--- config.mk ---
export PLATFORM = sky130hd
export DESIGN_NAME = tmr_master_ctl
export DESIGN_NICKNAME = d
export VERILOG_FILES = /design/src/rtl/tmr_mc_pkg.sv /design/src/rtl/tmr_trgo_sel.sv /design/src/rtl/tmr_dma_req.sv /design/src/rtl/tmr_commut.sv /design/src/rtl/tmr_master_ctl.sv
export SDC_FILE = /design/constraint.sdc
export NUM_CORES = 1
export LEC_CHECK = 0
export CORE_UTILIZATION = 50
export CTS_BUF_LIST = sky130_fd_sc_hd__clkbuf_16
export DETAILED_ROUTE_END_ITERATION = 10
export DONT_BUFFER_PORTS = 1
export GPL_ROUTABILITY_DRIVEN = 0
export HOLD_SLACK_MARGIN = 0.12
export PLACE_DENSITY = 0.68
export SLEW_MARGIN = 20
export SYNTH_ARGS = -nofsm -noshare
export SYNTH_HDL_FRONTEND = slang
export SYNTH_SLANG_ARGS = --single-unit
--- constraint.sdc ---
create_clock -name clk_i -period 1.3 [get_ports clk_i]
set_input_delay 0 -clock clk_i [delete_from_list [all_inputs] [get_ports clk_i]]
set_output_delay 0 -clock clk_i [all_outputs]
set_load 0.05 [all_outputs]
--- src/rtl/tmr_mc_pkg.sv ---
package tmr_mc_pkg;

    localparam int OCM_W   = 3;
    localparam int NUM_REF = 4;

    typedef enum logic [2:0] {
        TM_RESET   = 3'b000,
        TM_ENABLE  = 3'b001,
        TM_UPDATE  = 3'b010,
        TM_CCPULSE = 3'b011,
        TM_REF0    = 3'b100,
        TM_REF1    = 3'b101,
        TM_REF2    = 3'b110,
        TM_REF3    = 3'b111
    } trg_mode_e;

    typedef enum logic {
        CM_DIRECT = 1'b0,
        CM_SHADOW = 1'b1
    } cm_state_e;

    typedef struct packed {
        logic             en;
        logic             nen;
        logic [OCM_W-1:0] ocm;
    } ch_cfg_t;

endpackage

--- src/rtl/tmr_trgo_sel.sv ---
module tmr_trgo_sel
    import tmr_mc_pkg::*;
(
    input  logic               clk_i,
    input  logic               rst_ni,
    input  logic [2:0]         mode_i,
    input  logic               sw_reset_i,
    input  logic               cnt_en_i,
    input  logic               pause_i,
    input  logic               trgi_i,
    input  logic               upd_i,
    input  logic               cc0_i,
    input  logic [NUM_REF-1:0] oc_ref_i,
    output logic               trgo_o
);

    logic src;

    always_comb begin
        src = 1'b0;
        unique case (trg_mode_e'(mode_i))
            TM_RESET:   src = sw_reset_i;
            TM_ENABLE:  src = cnt_en_i | (pause_i & trgi_i);
            TM_UPDATE:  src = upd_i;
            TM_CCPULSE: src = cc0_i;
            TM_REF0:    src = oc_ref_i[0];
            TM_REF1:    src = oc_ref_i[1];
            TM_REF2:    src = oc_ref_i[2];
            TM_REF3:    src = oc_ref_i[3];
            default:    src = 1'b0;
        endcase
    end

    always_ff @(posedge clk_i or negedge rst_ni) begin
        if (!rst_ni) trgo_o <= 1'b0;
        else         trgo_o <= src;
    end

    // update mode forwards the update event one clock later
    a_r4_update_fwd: assert property (@(posedge clk_i) disable iff (!rst_ni)
        (mode_i == TM_UPDATE) |=> (trgo_o == $past(upd_i)));

    // reference modes forward the selected channel reference
    a_r5_ref_fwd: assert property (@(posedge clk_i) disable iff (!rst_ni)
        mode_i[2] |=> (trgo_o == $past(oc_ref_i[mode_i[1:0]])));

endmodule

--- src/rtl/tmr_dma_req.sv ---
module tmr_dma_req #(
    parameter int NCH = 4
) (
    input  logic           clk_i,
    input  logic           rst_ni,
    input  logic           upd_sel_i,
    input  logic           upd_i,
    input  logic [NCH-1:0] cc_i,
    output logic [NCH-1:0] req_o
);

    always_ff @(posedge clk_i or negedge rst_ni) begin
        if (!rst_ni)        req_o <= '0;
        else if (upd_sel_i) req_o <= {NCH{upd_i}};
        else                req_o <= cc_i;
    end

    // update-sourced requests raise every channel
    a_r6_upd_all: assert property (@(posedge clk_i) disable iff (!rst_ni)
        (upd_sel_i && upd_i) |=> (&req_o));

    // event-sourced requests follow the per-channel events
    a_r6_cc_follow: assert property (@(posedge clk_i) disable iff (!rst_ni)
        !upd_sel_i |=> (req_o == $past(cc_i)));

endmodule

--- src/rtl/tmr_commut.sv ---
module tmr_commut
    import tmr_mc_pkg::*;
#(
    parameter int             NCH       = 4,
    parameter logic [NCH-1:0] COMP_MASK = {1'b0, {(NCH-1){1'b1}}},
    localparam int            CH_W      = (NCH > 1) ? $clog2(NCH) : 1
) (
    input  logic                clk_i,
    input  logic                rst_ni,
    input  logic                shadow_en_i,
    input  logic                com_trig_sel_i,
    input  logic                trgi_i,
    input  logic                com_strobe_i,
    input  logic                wr_i,
    input  logic [CH_W-1:0]     wr_ch_i,
    input  ch_cfg_t             wr_cfg_i,
    input  logic                com_flag_clr_i,
    output ch_cfg_t [NCH-1:0]   act_o,
    output logic                com_flag_o
);

    cm_state_e state_q, state_d;
    logic      trgi_q;
    logic      trgi_rise;
    logic      com_evt;
    logic      direct_wr;
    logic      load_en;

    assign trgi_rise = trgi_i & ~trgi_q;
    assign com_evt   = com_strobe_i | (com_trig_sel_i & trgi_rise);

    always_ff @(posedge clk_i or negedge rst_ni) begin
        if (!rst_ni) trgi_q <= 1'b0;
        else         trgi_q <= trgi_i;
    end

    // state register
    always_ff @(posedge clk_i or negedge rst_ni) begin
        if (!rst_ni) state_q <= CM_DIRECT;
        else         state_q <= state_d;
    end

    // next state
    always_comb begin
        state_d = state_q;
        unique case (state_q)
            CM_DIRECT: if (shadow_en_i)  state_d = CM_SHADOW;
            CM_SHADOW: if (!shadow_en_i) state_d = CM_DIRECT;
            default:   state_d = CM_DIRECT;
        endcase
    end

    // state outputs
    always_comb begin
        direct_wr = 1'b0;
        load_en   = 1'b0;
        unique case (state_q)
            CM_DIRECT: direct_wr = 1'b1;
            CM_SHADOW: load_en   = com_evt;
            default:   direct_wr = 1'b1;
        endcase
    end

    for (genvar c = 0; c < NCH; c++) begin : g_ch
        logic    hit;
        ch_cfg_t act_q;

        assign hit      = wr_i && (wr_ch_i == CH_W'(c));
        assign act_o[c] = act_q;

        if (COMP_MASK[c]) begin : g_comp
            ch_cfg_t sh_q;
            ch_cfg_t sh_nxt;

            assign sh_nxt = hit ? wr_cfg_i : sh_q;

            always_ff @(posedge clk_i or negedge rst_ni) begin
                if (!rst_ni) sh_q <= '0;
                else         sh_q <= sh_nxt;
            end

            always_ff @(posedge clk_i or negedge rst_ni) begin
                if (!rst_ni)               act_q <= '0;
                else if (direct_wr && hit) act_q <= wr_cfg_i;
                else if (load_en)          act_q <= sh_nxt;
            end
        end else begin : g_plain
            always_ff @(posedge clk_i or negedge rst_ni) begin
                if (!rst_ni)  act_q <= '0;
                else if (hit) act_q <= wr_cfg_i;
            end

            // channels without a complementary output ignore staging
            a_r10_plain_direct: assert property (@(posedge clk_i) disable iff (!rst_ni)
                hit |=> (act_q == $past(wr_cfg_i)));
        end
    end

    always_ff @(posedge clk_i or negedge rst_ni) begin
        if (!rst_ni)             com_flag_o <= 1'b0;
        else if (load_en)        com_flag_o <= 1'b1;
        else if (com_flag_clr_i) com_flag_o <= 1'b0;
    end

    // staged configuration holds without an event or a write
    a_r8_hold: assert property (@(posedge clk_i) disable iff (!rst_ni)
        (state_q == CM_SHADOW && !com_evt && !wr_i) |=> $stable(act_o));

    // a load always leaves the flag set
    a_r11_flag_set: assert property (@(posedge clk_i) disable iff (!rst_ni)
        load_en |=> com_flag_o);

    // flag is sticky until cleared
    a_r11_flag_sticky: assert property (@(posedge clk_i) disable iff (!rst_ni)
        (com_flag_o && !com_flag_clr_i) |=> com_flag_o);

endmodule

--- src/rtl/tmr_master_ctl.sv ---
module tmr_master_ctl
    import tmr_mc_pkg::*;
#(
    parameter int             NCH       = 4,
    parameter logic [NCH-1:0] COMP_MASK = {1'b0, {(NCH-1){1'b1}}},
    localparam int            CH_W      = (NCH > 1) ? $clog2(NCH) : 1
) (
    input  logic                 clk_i,
    input  logic                 rst_ni,
    input  logic [2:0]           trg_mode_i,
    input  logic                 dma_upd_sel_i,
    input  logic                 shadow_en_i,
    input  logic                 com_trig_sel_i,
    input  logic                 sw_reset_i,
    input  logic                 cnt_en_i,
    input  logic                 pause_mode_i,
    input  logic                 trgi_i,
    input  logic                 upd_evt_i,
    input  logic [NCH-1:0]       cc_evt_i,
    input  logic [NUM_REF-1:0]   oc_ref_i,
    input  logic                 com_strobe_i,
    input  logic                 wr_i,
    input  logic [CH_W-1:0]      wr_ch_i,
    input  logic                 wr_en_i,
    input  logic                 wr_nen_i,
    input  logic [OCM_W-1:0]     wr_ocm_i,
    input  logic                 com_flag_clr_i,
    output logic                 trgo_o,
    output logic [NCH-1:0]       dma_req_o,
    output logic [NCH-1:0]       ch_en_o,
    output logic [NCH-1:0]       ch_nen_o,
    output logic [NCH*OCM_W-1:0] ch_ocm_o,
    output logic                 com_flag_o
);

    ch_cfg_t            wr_cfg;
    ch_cfg_t [NCH-1:0]  act;

    assign wr_cfg = '{en: wr_en_i, nen: wr_nen_i, ocm: wr_ocm_i};

    tmr_trgo_sel u_trgo (
        .clk_i      (clk_i),
        .rst_ni     (rst_ni),
        .mode_i     (trg_mode_i),
        .sw_reset_i (sw_reset_i),
        .cnt_en_i   (cnt_en_i),
        .pause_i    (pause_mode_i),
        .trgi_i     (trgi_i),
        .upd_i      (upd_evt_i),
        .cc0_i      (cc_evt_i[0]),
        .oc_ref_i   (oc_ref_i),
        .trgo_o     (trgo_o)
    );

    tmr_dma_req #(.NCH(NCH)) u_dma (
        .clk_i     (clk_i),
        .rst_ni    (rst_ni),
        .upd_sel_i (dma_upd_sel_i),
        .upd_i     (upd_evt_i),
        .cc_i      (cc_evt_i),
        .req_o     (dma_req_o)
    );

    tmr_commut #(.NCH(NCH), .COMP_MASK(COMP_MASK)) u_com (
        .clk_i          (clk_i),
        .rst_ni         (rst_ni),
        .shadow_en_i    (shadow_en_i),
        .com_trig_sel_i (com_trig_sel_i),
        .trgi_i         (trgi_i),
        .com_strobe_i   (com_strobe_i),
        .wr_i           (wr_i),
        .wr_ch_i        (wr_ch_i),
        .wr_cfg_i       (wr_cfg),
        .com_flag_clr_i (com_flag_clr_i),
        .act_o          (act),
        .com_flag_o     (com_flag_o)
    );

    for (genvar c = 0; c < NCH; c++) begin : g_out
        assign ch_en_o[c]                  = act[c].en;
        assign ch_nen_o[c]                 = act[c].nen;
        assign ch_ocm_o[c*OCM_W +: OCM_W]  = act[c].ocm;
    end

endmodule

==> run summary, run 1 <==
DIE WIDTH - 64.6 um
top cells by count, synth - dfrtp_1 (43), mux2_2 (18), inv_1 (15), o2111ai_1 (10), o21ai_0 (10)
hold buffer count at cts - 26
Sink Count - 43
IO Count - 57
post-synth cell types - 29
Worst Skew - 0.00525 ns
Finished Layout Cells - 264
crit path time final - 1.34 ns
Ys Warns - 0
Mapped Area - 1960 um2
Seq/Total Area, Yosys - 54.9%
drt total wl - 5070 um
maximum VDD drop - 0.00101 V
first-pass GRT wire length - 8170 um
crit-path max cell delay - 0.51 ns
Post-Synth Simple-Gate Area - 10.5%
vias in the first global route - 1674
Post-DP Area - 2230 um2
starting DRC count in detailed routing - 143
FF+latch count, synth - 43
Tcrit/Tclk final - 103%
Post-DRT Antenna Nets - 0
Yosys top cell by area - dfrtp_1
slew margin rel. - 69.1%
number of synthesized flops with an enable pin - 0
Yosys top cell area share - 54.9%
Ant. Diodes - 0
final instance area - 2720 um2
post-synthesis net count - 188
Max Cap Viol - 0
layout cell share with drive strength beyond 1 - 36.6%
main combinational cell family by area after synthesis - compound AO/OA/AOI/OAI gates
xor/xnor share of the synthesized area - 0%
pwr/cell area - 1610 nW/um2
endpoint class of the critical path - flop
Final Hold Fails - 7
port bufs - 0
total core area - 3720 um2
via count - 1571
Avg Inst Size Synth - 12.5 um2
top-count cell post-synth - dfrtp_1
Slew Limit Fails - 0
failing checks - negative hold slack, negative setup slack
H-Tree Depth - 2
Static Leak - 1.22 nW
CTS buffer count - 5
Worst-Margin Slew - 0.464 ns
outcome - finished with violations
area of the multi-input gates - 831 um2
ys flop type - dfrtp_1
Adder-Cell Fraction of Synth Area - 0%
Util after Layout - 73.1%
drc violations - 0
Initial Util - 52.8%
GRT Total Usage - 26.9%
Rows - 22
Tot Pwr - 0.00437 W
Clock transition at path regs - 0.06 ns
worst skew pair latency - 0.29 ns
final setup vio count - 5
CP cell instances - or4b_4, nand3_4, o221a_2
top cells by area, synth - dfrtp_1 (55%), mux2_2 (10%), o221a_2 (5.2%), o2111ai_1 (4.5%), inv_1 (2.9%)
WL/cell - 19.2 um
CP Class - reg -> reg
Data arrival, critical path - 1.56 ns
DRT Pass-1 Iters - 4
sequential cell area - 1080 um2
total grt overflow - 0
Max Fclk - 748 MHz
post-synthesis cell count - 157
Die Span Y - 64.6 um
area delta synth->final - 38.5%
Post-DP HPWL - 3040 um
Die Area - 4180 um2
clk buf depth - 2
root buffer cell - clkbuf_16
post-synthesis mux area share - 11.5%
initial antenna violation count - 0
largest net degree at the start of global routing - 44
hold crit path type - in -> reg
final hold slack - -0.0182 ns
placed instance count - 229
Final nets - 246
slowest stage cell on the critical path - or4b_4
final worst slack - -0.0362 ns
crit path launch type - flop
CTS tree - yes
Layout fillers - 257
Vias per Instance - 5.95
Synth Area in Compound Gates - 18.5%
Max Fanout on Critical Path - 7
CP required - 1.53 ns
fraction of registers with async set/reset - 100%
unrepaired setup endpoints after global routing - yes
cell usage in the layout (no fill, tap or decap), types with 2 or more instances in the layout:
cell	netlist	layout
nand4b_1	5	5
o21ai_0	10	9
nand2_1	8	8
mux2_2	18	18
nand4bb_1	2	2
o211a_1	5	5
nand3_1	3	2
dfrtp_1	43	42
o221a_2	9	9
dlymetal6s4s_1	0	2
dlygate4sd3_1	0	23
inv_1	15	15
buf_4	0	33
a211o_1	5	5
o2111ai_1	10	10
and3b_2	1	2
clkbuf_16	0	5
critical path: cells and delay by family (launching register included):
kind             cells  cell delay (ns)
AND/OR/NAND/NOR      2             0.61
flip-flops           1             0.46
AO/OA/AOI/OAI        1             0.20
through the flow:
step | setup TNS [ns] | worst slack [ns]
2_1_floorplan | 0 | 0.0352
3_3_place_gp | -0.0722 | -0.0139
3_5_place_dp | -0.394 | -0.0496
4_1_cts | -0.105 | -0.0218
5_1_grt | -0.436 | -0.0699
6_report | -0.131 | -0.0362
layout make-up:
type | count | share of cell area, %
clock buffers | 5 | 4.61
clock inverters | 3 | 1.61
inverters | 15 | 2.07
multi-input cells | 91 | 30.6
flip-flops and latches | 43 | 39.7
well taps | 48 | 2.21
repair buffers | 59 | 19.3
flip-flops by register name, indices dropped and copies added, names as in the netlist:
signal                  count
u_com.trgi_q                1
u_com.g_ch.g_comp.sh_q     15
u_com.com_flag_o            1
u_com.state_q               1
u_dma.req_o                 4
u_com.act_o                20
u_trgo.trgo_o               1
final timing paths:
| path | from | endpoint | slack, ns | cells past startpoint |
|---|---|---|---|---|
| max in group asynchronous | rst_ni | u_com.state_q | 0.91 | 2 |
| hold reg to reg | u_com.g_ch[1].g_comp.sh_q[3] | u_com.g_ch[1].g_comp.sh_q[3] | 0.51 | 1 |
| setup / recovery | u_com.state_q | u_com.act_o[4] | -0.04 | 3 |
| hold / removal | com_strobe_i | u_com.act_o[7] | -0.02 | 2 |
| min in group asynchronous | rst_ni | u_com.g_ch[0].g_comp.sh_q[1] | 0.17 | 2 |
| setup reg to reg | u_com.state_q | u_com.act_o[4] | -0.04 | 3 |
report_power, final:
group | internal (W) | switching, W | total (W) | leakage, nW
Combinational | 0.000482 | 0.000725 | 0.00121 | 0.639
Sequential | 0.00157 | 0.000175 | 0.00174 | 0.502
Clock | 0.000905 | 0.000518 | 0.00142 | 0.0838
Total | 0.00295 | 0.00142 | 0.00437 | 1.22
logic make-up (layout without fill, tap and decap cells):
group,Yosys count,in the layout
buf+inv,23,82
mux,19,19
flops,43,43
simple gates,29,29
compound gates,43,43
routing by layer:
| metal | track usage [%] | wire length (um) | vias up | part of all wire (%) |
|---|---|---|---|---|
| li1 | - | - | 710 | - |
| met1 | 32.3 | 2100 | 799 | 41 |
| met2 | 45.4 | 2640 | 55 | 52 |
| met3 | 6.69 | 254 | 7 | 5.0 |
| met4 | 11.9 | 76 | 0 | 1.5 |
| met5 | 0 | 0 | - | 0 |
repair_timing:
action / CTS / global route
setup buffers: 1 / 0
pin swaps: 4 / 1
endpoints found under the setup margin: 12 / 17
gates resized for setup: 2 / 9
endpoints found under the hold margin: 86 / 11
Note: power is estimated with default switching activity, not from simulation.
==> run 2, diff against run 1 <==
--- a/config.mk
+++ b/config.mk
@@ -7,2 +7,3 @@
 export LEC_CHECK = 0
+export CORE_ASPECT_RATIO = 0.9
 export CORE_UTILIZATION = 50
--- a/constraint.sdc
+++ b/constraint.sdc
@@ -3,2 +3,2 @@
 set_output_delay 0 -clock clk_i [all_outputs]
-set_load 0.05 [all_outputs]
+set_load 0.005 [all_outputs]
==> run summary, run 2 (same netlist as run 1, synthesis figures left out) <==
outcome - finished with violations
failing checks - negative hold slack, negative setup slack
CP cell instances - or4b_1, nand3_2, o221a_2
slew margin rel. - 54.8% (-14 points)
pwr/cell area - 1350 nW/um2 (-16%)
wl on met1 - 2170 um (+3.5%)
Die Area - 4180 um2 (about the same)
Worst Skew - 0.00659 ns (+0.00135 ns)
DRT Pass-1 Iters - 4 (unchanged)
Sink Count - 43 (unchanged)
H-Tree Depth - 2 (unchanged)
slowest stage cell on the critical path - or4b_1
buffer and inverter count on the worst path - 0 (unchanged)
crit path launch type - flop
Initial Util - 52.5% (-0.21 points)
worst skew pair latency - 0.28 ns (about the same)
crit-path max cell delay - 0.50 ns (about the same)
endpoint class of the critical path - flop
starting DRC count in detailed routing - 182 (+27%)
WL/cell - 21.4 um (+11%)
total core area - 3730 um2 (+0.40%)
unrepaired setup endpoints after global routing - yes
final instance area - 2750 um2 (+1.2%)
final setup vio count - 9 (+4)
most common cell after layout, fill and taps aside - dfrtp_1
Post-DP HPWL - 3080 um (+1.2%)
area delta synth->final - 40.2%
Max Fclk - 718 MHz (-4.0%)
drc violations - 0 (unchanged)
Max Cap Viol - 0 (unchanged)
maximum VDD drop - 0.00120 V (+19%)
root buffer cell - clkbuf_16
Final Hold Fails - 6 (-1)
port bufs - 0 (unchanged)
Tcrit/Tclk final - 107% (+4.3 points)
CP Class - reg -> reg
Slew Limit Fails - 0 (unchanged)
Rows - 21 (-4.5%)
clk buf depth - 2 (unchanged)
wire length on met2 - 2780 um (+5.3%)
Worst-Margin Slew - 0.676 ns (+0.211 ns)
top routing layer in use - met4
most frequent cells in the layout - dfrtp_1 (42), dlygate4sd3_1 (29), mux2_2 (18)
DP Worst Slack - -0.0858 ns (-0.0362 ns)
Die Span Y - 61.4 um (-5.0%)
hold crit path type - in -> reg
first-pass GRT wire length - 7440 um (-8.9%)
crit path time final - 1.39 ns (+0.0559 ns)
final hold slack - -0.120 ns (-0.102 ns)
CTS tree - yes
CP top delay family - simple AND/OR/NAND/NOR gates
Final nets - 234 (-4.9%)
CP required - 1.51 ns (-0.02 ns)
DIE WIDTH - 68.0 um (+5.2%)
GRT Total Usage - 25.3% (-1.5 points)
Post-DRT Antenna Nets - 0 (unchanged)
drt total wl - 5350 um (+5.5%)
initial antenna violation count - 1 (+1)
via count - 1557 (-0.89%)
CTS buffer count - 5 (unchanged)
Static Leak - 1.20 nW (-2.0%)
Vias per Instance - 6.23 (+4.7%)
total grt overflow - 0 (unchanged)
Clock transition at path regs - 0.06 ns (about the same)
metal3 WL - 351 um (+38%)
largest net degree at the start of global routing - 44 (unchanged)
layout cell share with drive strength beyond 1 - 32.5% (-4.1 points)
Post-DP Area - 2070 um2 (-7.2%)
final worst slack - -0.0921 ns (-0.0559 ns)
vias in the first global route - 1450 (-13%)
Max Fanout on Critical Path - 6 (-1)
Data arrival, critical path - 1.60 ns (+0.04 ns)
max FFs per register - 20 (unchanged)
IO Count - 57 (unchanged)
run 2: cell count changes in the layout (fill, tap and decap cells not counted), sizes merged:
cell	before	now
buf	34	13
dlygate4sd3	23	29
clkbuf	5	6
inv	15	16
clkinv	2	0
diode	0	1
dlymetal6s4s	2	4
run 2: stage by stage:
step                hold slack, ns  instances  TNS (ns)  total power, W  util [%]
floorplan                   -0.296        157         0         0.00204         -
global placement            -0.294        206    -0.114         0.00212      55.4
detailed placement          -0.294        206    -0.793         0.00216      55.4
CTS                         -0.127        245    -0.251         0.00365      69.9
global route                -0.128        250    -0.943         0.00384      73.7
finish                      -0.120        250    -0.395         0.00370      73.7
run 2: layer usage:
layer,vias to the layer above,track usage (%)
met5,-,0
met4,0,6.55
met3,4,8.70
met2,57,41.0
met1,802,32.7
li1,694,-
run 2: worst paths after layout:
path / from / endpoint / slack [ns] / cells past startpoint
max in group asynchronous: rst_ni / u_com.state_q / 0.89 / 2
setup reg to reg: u_com.state_q / u_com.act_o[4] / -0.09 / 3
setup / recovery: u_com.state_q / u_com.act_o[4] / -0.09 / 3
min in group asynchronous: rst_ni / u_com.act_o[2] / 0.19 / 2
hold / removal: wr_en_i / u_com.g_ch[2].g_comp.sh_q[4] / -0.12 / 1
hold reg to reg: u_com.g_ch[1].g_comp.sh_q[3] / u_com.g_ch[1].g_comp.sh_q[3] / 0.50 / 1
run 2: power by group:
group / switching [W] / leakage, nW / internal, W
Sequential: 0.000157 / 0.502 / 0.00157
Clock: 0.000463 / 0.0811 / 0.000887
Combinational: 0.000268 / 0.618 / 0.000357
run 2: repair_timing:
item	4_1_cts	5_1_grt
pin swaps	1	3
hold buffers	32	2
setup buffers	0	1
setup endpoints to repair	15	20
hold endpoints to repair	86	14
gates cloned	0	1
resized for setup	9	18
run 2: final cells by class:
class                   count  area, um2
clock buffers               5        125
flip-flops and latches     43       1080
well taps                  46       57.6
fillers                   222        982
clock inverters             2       33.8
inverters                  15       56.3
diodes                      1       2.50
multi-input cells          91        901
repair buffers             47        495
